### config.mk
export PLATFORM = sky130hd
export DESIGN_NAME = wdt_top
export DESIGN_NICKNAME = d
export VERILOG_FILES = /design/src/rtl/wdt_pkg.sv /design/src/rtl/wdt_regif.sv /design/src/rtl/wdt_prescaler.sv /design/src/rtl/wdt_core.sv /design/src/rtl/wdt_pulse.sv /design/src/rtl/wdt_top.sv
export SDC_FILE = /design/constraint.sdc
export NUM_CORES = 1
export LEC_CHECK = 0
export BUFFER_PORTS_ARGS = -buffer_cell sky130_fd_sc_hd__buf_2
export CAP_MARGIN = 20
export CORE_UTILIZATION = 60
export DETAILED_ROUTE_END_ITERATION = 12
export HOLD_SLACK_MARGIN = 0.1
export PLACE_DENSITY_LB_ADDON = 0.3
export RECOVER_POWER = 100
export SYNTH_ARGS = -nofsm -noshare
export SYNTH_HDL_FRONTEND = slang
export SYNTH_HIERARCHICAL = 1
export SYNTH_SLANG_ARGS = --single-unit
### constraint.sdc
create_clock -name clk -period 1.8 [get_ports clk]
set_clock_uncertainty 0.2 [all_clocks]
set_input_delay 0.36 -clock clk [delete_from_list [all_inputs] [get_ports clk]]
set_output_delay 0.36 -clock clk [all_outputs]
set_load 0.02 [all_outputs]
### src/rtl/wdt_pkg.sv
package wdt_pkg;
  localparam int unsigned BYTE_W = 8;
  localparam int unsigned CODE_W = 3;
  localparam int unsigned ARM_BIT = 7;
  localparam int unsigned MAX_CODE = (1 << CODE_W) - 1;

  // timeout in ticks: half a unit for code 0, n units otherwise
  function automatic int unsigned period_ticks(input logic [CODE_W-1:0] code,
                                               input int unsigned base);
    if (code == '0) return base / 2;
    return base * int'(code);
  endfunction
endpackage

### src/rtl/wdt_regif.sv
module wdt_regif
  import wdt_pkg::*;
#(
  parameter int unsigned ADDR_W  = 4,
  parameter int unsigned REG_OFS = 3
) (
  input  logic                clk,
  input  logic                rst_n,
  input  logic                wr_en,
  input  logic [ADDR_W-1:0]   wr_addr,
  input  logic [BYTE_W-1:0]   wr_data,
  input  logic                busy,
  input  logic                fire,
  output logic                armed,
  output logic [CODE_W-1:0]   code,
  output logic                kick
);
  localparam logic [ADDR_W-1:0] OFS = ADDR_W'(REG_OFS);

  logic              hit;
  logic              armed_d;
  logic [CODE_W-1:0] code_d;
  logic              unused_mid_bits;

  assign unused_mid_bits = &{1'b0, wr_data[ARM_BIT-1:CODE_W]};
  assign hit  = wr_en && (wr_addr == OFS) && !busy;
  assign kick = hit;

  always_comb begin
    armed_d = armed;
    code_d  = code;
    if (fire) begin
      armed_d = 1'b0;
    end else if (hit) begin
      armed_d = wr_data[ARM_BIT];
      code_d  = wr_data[CODE_W-1:0];
    end
  end

  always_ff @(posedge clk or negedge rst_n) begin
    if (!rst_n) begin
      armed <= 1'b0;
      code  <= '0;
    end else begin
      armed <= armed_d;
      code  <= code_d;
    end
  end

  // a timeout leaves the timer disarmed
  p_fire_disarms_r6: assert property (@(posedge clk) disable iff (!rst_n)
    fire |=> !armed) else $error("fire did not disarm");

  // nothing is accepted while the pulse is out
  p_busy_ignores_r12: assert property (@(posedge clk) disable iff (!rst_n)
    busy |=> ($stable(armed) && $stable(code))) else $error("write taken during pulse");
endmodule

### src/rtl/wdt_prescaler.sv
module wdt_prescaler #(
  parameter int unsigned TICK_DIV = 25_000_000
) (
  input  logic clk,
  input  logic rst_n,
  input  logic run,
  input  logic clr,
  output logic tick
);
  localparam int unsigned CW = (TICK_DIV > 1) ? $clog2(TICK_DIV) : 1;
  localparam logic [CW-1:0] LAST = CW'(TICK_DIV - 1);

  logic [CW-1:0] cnt;
  logic [CW-1:0] cnt_d;
  logic          cnt_en;

  assign cnt_en = run && !clr;
  assign tick   = cnt_en && (cnt == LAST);

  always_comb begin
    cnt_d = cnt;
    if (!cnt_en || cnt == LAST) cnt_d = '0;
    else                        cnt_d = cnt + 1'b1;
  end

  always_ff @(posedge clk or negedge rst_n) begin
    if (!rst_n) cnt <= '0;
    else        cnt <= cnt_d;
  end

  generate
    if (TICK_DIV > 1) begin : g_spacing
      // ticks are spaced, never back to back
      p_tick_spacing_r4: assert property (@(posedge clk) disable iff (!rst_n)
        tick |=> !tick) else $error("ticks adjacent");
    end
  endgenerate
endmodule

### src/rtl/wdt_core.sv
module wdt_core
  import wdt_pkg::*;
#(
  parameter int unsigned BASE_TICKS = 12
) (
  input  logic              clk,
  input  logic              rst_n,
  input  logic              armed,
  input  logic [CODE_W-1:0] code,
  input  logic              kick,
  input  logic              tick,
  output logic              fire,
  output logic              led
);
  localparam int unsigned EW = $clog2(BASE_TICKS * MAX_CODE + 1);

  logic [EW-1:0] elapsed;
  logic [EW-1:0] elapsed_d;
  logic [EW-1:0] limit;
  logic          led_d;

  assign limit = EW'(period_ticks(code, BASE_TICKS));
  assign fire  = armed && tick && !kick && (elapsed == limit - 1'b1);

  always_comb begin
    elapsed_d = elapsed;
    if (!armed || kick) elapsed_d = '0;
    else if (tick)      elapsed_d = elapsed + 1'b1;
  end

  always_comb begin
    led_d = led;
    if (!armed)    led_d = 1'b0;
    else if (tick) led_d = !led;
  end

  always_ff @(posedge clk or negedge rst_n) begin
    if (!rst_n) begin
      elapsed <= '0;
      led     <= 1'b0;
    end else begin
      elapsed <= elapsed_d;
      led     <= led_d;
    end
  end

  // a retrigger restarts the count
  p_restart_r7: assert property (@(posedge clk) disable iff (!rst_n)
    kick |=> (elapsed == '0)) else $error("count not cleared");
  // a write on the final tick wins over the timeout
  p_kick_wins_r11: assert property (@(posedge clk) disable iff (!rst_n)
    kick |-> !fire) else $error("fire with write");
  // LED dark when disarmed
  p_led_off_r10: assert property (@(posedge clk) disable iff (!rst_n)
    !armed |=> !led) else $error("led lit while disarmed");
endmodule

### src/rtl/wdt_pulse.sv
module wdt_pulse #(
  parameter int unsigned PULSE_W = 64
) (
  input  logic clk,
  input  logic rst_n,
  input  logic fire,
  output logic wd_rst_n,
  output logic busy
);
  localparam int unsigned PW = $clog2(PULSE_W + 1);

  logic [PW-1:0] cnt;
  logic [PW-1:0] cnt_d;
  logic          out_q;
  logic          out_d;

  always_comb begin
    cnt_d = cnt;
    out_d = out_q;
    if (fire) begin
      cnt_d = PW'(PULSE_W - 1);
      out_d = 1'b0;
    end else if (cnt != '0) begin
      cnt_d = cnt - 1'b1;
    end else begin
      out_d = 1'b1;
    end
  end

  always_ff @(posedge clk or negedge rst_n) begin
    if (!rst_n) begin
      cnt   <= '0;
      out_q <= 1'b1;
    end else begin
      cnt   <= cnt_d;
      out_q <= out_d;
    end
  end

  assign wd_rst_n = out_q;
  assign busy     = !out_q;

  // the pulse starts on the edge after fire
  p_pulse_start_r5: assert property (@(posedge clk) disable iff (!rst_n)
    fire |=> !wd_rst_n) else $error("pulse missing");
  // no retimeout while the pulse is out
  p_no_refire_r12: assert property (@(posedge clk) disable iff (!rst_n)
    busy |-> !fire) else $error("fire during pulse");
endmodule

### src/rtl/wdt_top.sv
module wdt_top
  import wdt_pkg::*;
#(
  parameter int unsigned ADDR_W     = 4,
  parameter int unsigned REG_OFS    = 3,
  parameter int unsigned TICK_DIV   = 25_000_000,
  parameter int unsigned BASE_TICKS = 12,
  parameter int unsigned PULSE_W    = 64
) (
  input  logic              clk,
  input  logic              rst_n,
  input  logic              wr_en,
  input  logic [ADDR_W-1:0] wr_addr,
  input  logic [7:0]        wr_data,
  output logic              wd_rst_n,
  output logic              led
);
  logic [1:0]        rst_sync;
  logic              rst_int_n;
  logic              armed;
  logic [CODE_W-1:0] code;
  logic              kick;
  logic              tick;
  logic              fire;
  logic              busy;

  always_ff @(posedge clk or negedge rst_n) begin
    if (!rst_n) rst_sync <= 2'b00;
    else        rst_sync <= {rst_sync[0], 1'b1};
  end
  assign rst_int_n = rst_sync[1];

  wdt_regif #(.ADDR_W(ADDR_W), .REG_OFS(REG_OFS)) u_regif (
    .clk(clk), .rst_n(rst_int_n), .wr_en(wr_en), .wr_addr(wr_addr),
    .wr_data(wr_data), .busy(busy), .fire(fire),
    .armed(armed), .code(code), .kick(kick)
  );

  wdt_prescaler #(.TICK_DIV(TICK_DIV)) u_presc (
    .clk(clk), .rst_n(rst_int_n), .run(armed), .clr(kick), .tick(tick)
  );

  wdt_core #(.BASE_TICKS(BASE_TICKS)) u_core (
    .clk(clk), .rst_n(rst_int_n), .armed(armed), .code(code),
    .kick(kick), .tick(tick), .fire(fire), .led(led)
  );

  wdt_pulse #(.PULSE_W(PULSE_W)) u_pulse (
    .clk(clk), .rst_n(rst_int_n), .fire(fire), .wd_rst_n(wd_rst_n), .busy(busy)
  );

  // no timeout can start from a disarmed timer
  p_idle_quiet_r1: assert property (@(posedge clk) disable iff (!rst_int_n)
    !armed |-> !fire) else $error("fire while disarmed");
endmodule

==> impl_results.md, run 1 <==
* First Err: [ERROR DPL-0038] Utilization greater than 100%, impossible to legalize
* Worst-path end type: sequential cell input
* Clock root buffer: clkbuf_8
* Synth top area share at 43.5%
* Largest area contributor in the netlist: dfrtp_1
* Post-synth ARST share at 100%
* Worst endpoint after global-route timing repair: u_regif/code[1]$_DFFE_PN0P_/D
* Syn_area_per_cell at just under 10 µm²
* Post-synthesis net count at 293
* Row count at 23
* RD Place Congestion at about 0.82
* Netlist Area Pre-Place at 2640 µm²
* CTS buffer count at 5
* FF+latch count, synth at 47
* Post-DP HPWL at approximately 4.5 mm
* H-tree depth at 2
* Die Height at roughly 70 µm
* Synth cell types at 47
* Largest net degree at the start of global routing at 31
* Stopped at: global routing
* Post-synthesis sequential area ratio at between 40% and 50%
* Dominant synthesized flop cell: dfrtp_1
* Post-synth EDFFs at 0
* Top Ports at 17
* Top post-synthesis cells by area: dfrtp_1 44%, xnor2_1 5.0%, ha_1 4.3%, nor2_1 4.0%, xor2_1 3.6%
* Port Buffer Count at 12
* Synthesized instance count at roughly 270
* Clock sink total at 47
* Initial Util at 64.2%
* Status: aborted with a tool error
* Clk buf depth at 2
* Synth warnings at 6
* Placed cell areas at around 3300 µm²
* Die Wd at approximately 68 µm
-- cell usage after synthesis, types with 8 or more instances --
master / count
dfrtp_1: 46
nor2_1: 28
a21oi_1: 19
xnor2_1: 15
inv_1: 14
nand2_1: 14
o21ai_0: 11
xor2_1: 11
nand3_1: 10
ha_1: 9
nand4_1: 8
o31ai_1: 8
or3_1: 8
or4_1: 8
-- through the flow --
stage	util [%]	instances	worst slack, ps
after floorplan	-	268	-1400
after detailed placement	80.2	388	-1320
after CTS	93.7	422	-1320
after global placement	80.2	388	-1240
-- timing repair --
item,in CTS
hold endpoints to repair,19
pin swaps,30
buffers inserted,20
cloned,3
gates resized for setup,57
hold buffers,5
setup endpoints to repair,45
-- kinds of logic after synthesis --
group / Yosys count / share of synthesized area, %
other: 1 / 0.142
flip-flops: 47 / 44.5
multiplexers: 7 / 3.22
AND/OR/NAND/NOR: 109 / 24.3
XOR/XNOR: 26 / 8.61
AO/OA/AOI/OAI: 47 / 10.9
adder cells (fa/ha/maj): 10 / 5.02
buffers and inverters: 21 / 3.31
==> inputs of run 2 (changes only) <==
- CORE_UTILIZATION: 60 -> 40
- HOLD_SLACK_MARGIN: 0.1 -> not set
- PLACE_DENSITY_LB_ADDON: 0.3 -> 0.15
==> impl_results.md, run 2 <==
* Synth warnings at 6
* Hold Slack at 93.6 ps
* RD Place Congestion at approximately 0.8
* Top Ports at 17
* Netlist Area Pre-Place at 2640 µm²
* Most frequent cells in the layout: 75 x buf_4, 44 x dfrtp_1, 16 x nor2_1
* RSZ-0062 raised after global routing: true
* Slew @ Worst Pin at slightly below 900 ps
* Largest regs: u_presc/cnt x25, u_core/elapsed x7, u_pulse/cnt x7
* Worst-path maximum fanout at 4
* Port Buffer Count at 12
* Maxcap violations at 0
* Final Max Slew Viols at 0
* CORE AREA at 6350 µm²
* CTS buffer count at 5
* Synth top area share at between 40% and 50%
* Failing checks: negative setup slack
* Synth cell types at 47
* Routed length per instance at about 14 µm
* Worst IR Drop VDD at 0.465 mV
* WS Path Type: reg -> reg
* FF+latch count, synth at 47
* CP required at 1790 ps
* Setup WS pre-CTS at -1370 ps
* Post-synthesis net count at about 290
* Post-Layout Cell Count at roughly 460
* Top post-synthesis cells by count: 46 x dfrtp_1, 28 x nor2_1, 19 x a21oi_1
* Setup crit end kind: flop
* Layout filler cell count at 488
* Vias after detailed routing at roughly 2400
* Vias in the first global route at approximately 2400
* Crit path arrival time at 3040 ps
* Vias per cell at ~5.2
* Post-DP HPWL at 4.02 mm
* Synthesized instance count at 268
* Top post-synthesis cells by area: dfrtp_1 44%, xnor2_1 5.0%, ha_1 4.3%, nor2_1 4.0%, xor2_1 3.6%
* Syn_area_per_cell at slightly below 10 µm²
* Slowest Stage Delay on Critical Path at 550 ps
* Post-synthesis sequential area ratio at 44.5%
* Die Wd at about 83 µm
* Initial DRC count at 44
* Clock sink total at 47
* CP Cell Sequence: ha_2 > inv_2 > fa_2 > nor3b_2 > xnor2_1 > mux2i_1 > xnor2_1 > nor3_2 > or4_4 > mux2_4
* Max reg flops at 25
* Status: finished, violations left
* Worst Hold Depth at 2
* Dominant synthesized flop cell: dfrtp_1
* Final Worst Setup Slack at -1250 ps
* Largest net degree at the start of global routing at 36
* Most used cell, CP: xnor2_1
* Share of layout cells above drive strength 1 at around half
* R2R depth at 10
* Cell total after placement at about 420
* Final setup violation count at between 40 and 50
* Final worst-path cycle share at 170%
* Fin. Hold Viols at 0
* Die Footprint at between 6000 and 7000 µm²
* Max Freq at between 300 and 400 MHz
* Critical Path Start Type: flop
* Dominant cell by count in the synthesized netlist: dfrtp_1
* Die Height at between 80 and 90 µm
* Period minus WS final at 3050 ps
* Post-synth EDFFs at 0
* H-tree depth at 2
* Clk slew on worst S/H paths at ~80 ps
* Cell Pwr Density at approximately 730 nW/µm²
* Clock root buffer: clkbuf_8
* ANT nets after route at 0
* Pre-antenna DRT Iters at 4
* Register Area at around 1200 µm²
* GRT overflow at 0
* Multi-input gate area in the final layout at between 1500 and 2000 µm²
* Most common cell after layout, fill and taps aside: buf_4
* # nets final at 403
* Reg with most FFs: u_presc/cnt
* Initial Util at between 40% and 50%
* HP Class: in -> reg
* Antenna violations before repair at 0
* Post-synth ARST share at between 90% and 100%
* Total Wirelength at 6.53 mm
* DRC at 0
* N_diodes at 0
* Largest area contributor in the netlist: dfrtp_1
* Headroom to the max-slew limit at a little over two fifths
* Slowest cell on crit path: fa_2
* Lkg Pwr at 0.00174 µW
* Clk buf depth at 2
* Row count at 29
* Clk Latency, worst-skew pair at 290 ps
* Total track usage at between 15 and 20%
* First-pass GRT wire length at 11.0 mm
* CTS tree: done
* Growth of design area from synthesis to finish at 53.1%
run 2: final cells by class:
cell class	instances	area share (%)
multi-input combinational	201	41.8
sequential	47	29.2
timing repair buffer	109	22.4
tap	77	2.38
clock buffer	6	2.04
inverter	14	1.36
clock inverter	2	0.866
run 2: cells by family after synthesis:
| logic type | Yosys count | share of synthesized area (%) |
|---|---|---|
| xor+xnor | 26 | 8.61 |
| flops | 47 | 44.5 |
| fa+ha+maj | 10 | 5.02 |
| compound gates | 47 | 10.9 |
| other cells | 1 | 0.142 |
| mux | 7 | 3.22 |
| simple gates | 109 | 24.3 |
| buf+inv | 21 | 3.31 |
run 2: layer usage:
metal	up-vias	global-route usage [%]	share of wire [%]
met4	0	4.08	1.3
li1	1185	-	-
met2	19	34.8	52
met5	-	0	0
met3	11	2.78	1.6
met1	1151	24.3	45
run 2: critical path, delay by kind of cell (launching register included):
kind	cells	cell delay [ps]
buffers and inverters	1	40
multiplexers	2	550
adder cells (fa/ha/maj)	2	740
XOR/XNOR	2	300
flip-flops	1	380
AND/OR/NAND/NOR	3	730
run 2: timing repair:
action / CTS / global route
setup endpoints to repair: 43 / 45
resized for setup: 32 / 55
hold buffers: 2 / 0
setup buffers: 11 / 19
pin swaps: 21 / 22
endpoints found under the hold margin: 12 / 0
gates cloned: 3 / 1
run 2: final timing paths:
path                            startpoint               to  slack (ps)
max reg2reg                u_regif/code[0]  u_regif/code[1]       -1250
min reg2reg                    rst_sync[0]      rst_sync[1]         170
max in group asynchronous      rst_sync[1]   u_presc/cnt[2]         450
min                             wr_data[1]  u_regif/code[1]          90
max                        u_regif/code[0]  u_regif/code[1]       -1250
min in group asynchronous            rst_n      rst_sync[0]         160
run 2: stage by stage:
stage / util, % / TNS (ps) / total power (µW) / instance area, µm²
6_report: 63.7 / -19480 / 2940 / 4050
5_1_grt: 63.7 / -22940 / 3120 / 4050
4_1_cts: 59.8 / -18360 / 2880 / 3800
3_5_place_dp: 53.3 / -17650 / 1870 / 3390
3_3_place_gp: 53.3 / -16670 / 1860 / 3390
2_1_floorplan: - / -14710 / 1590 / 2730
run 2: where the power goes:
part | leakage, µW | switching (µW) | internal [µW]
clock network | 0.0000612 | 344 | 449
logic | 0.00106 | 471 | 555
registers | 0.000618 | 30.1 | 1090
total | 0.00174 | 845 | 2100
Power figures use the tool's default switching activity.
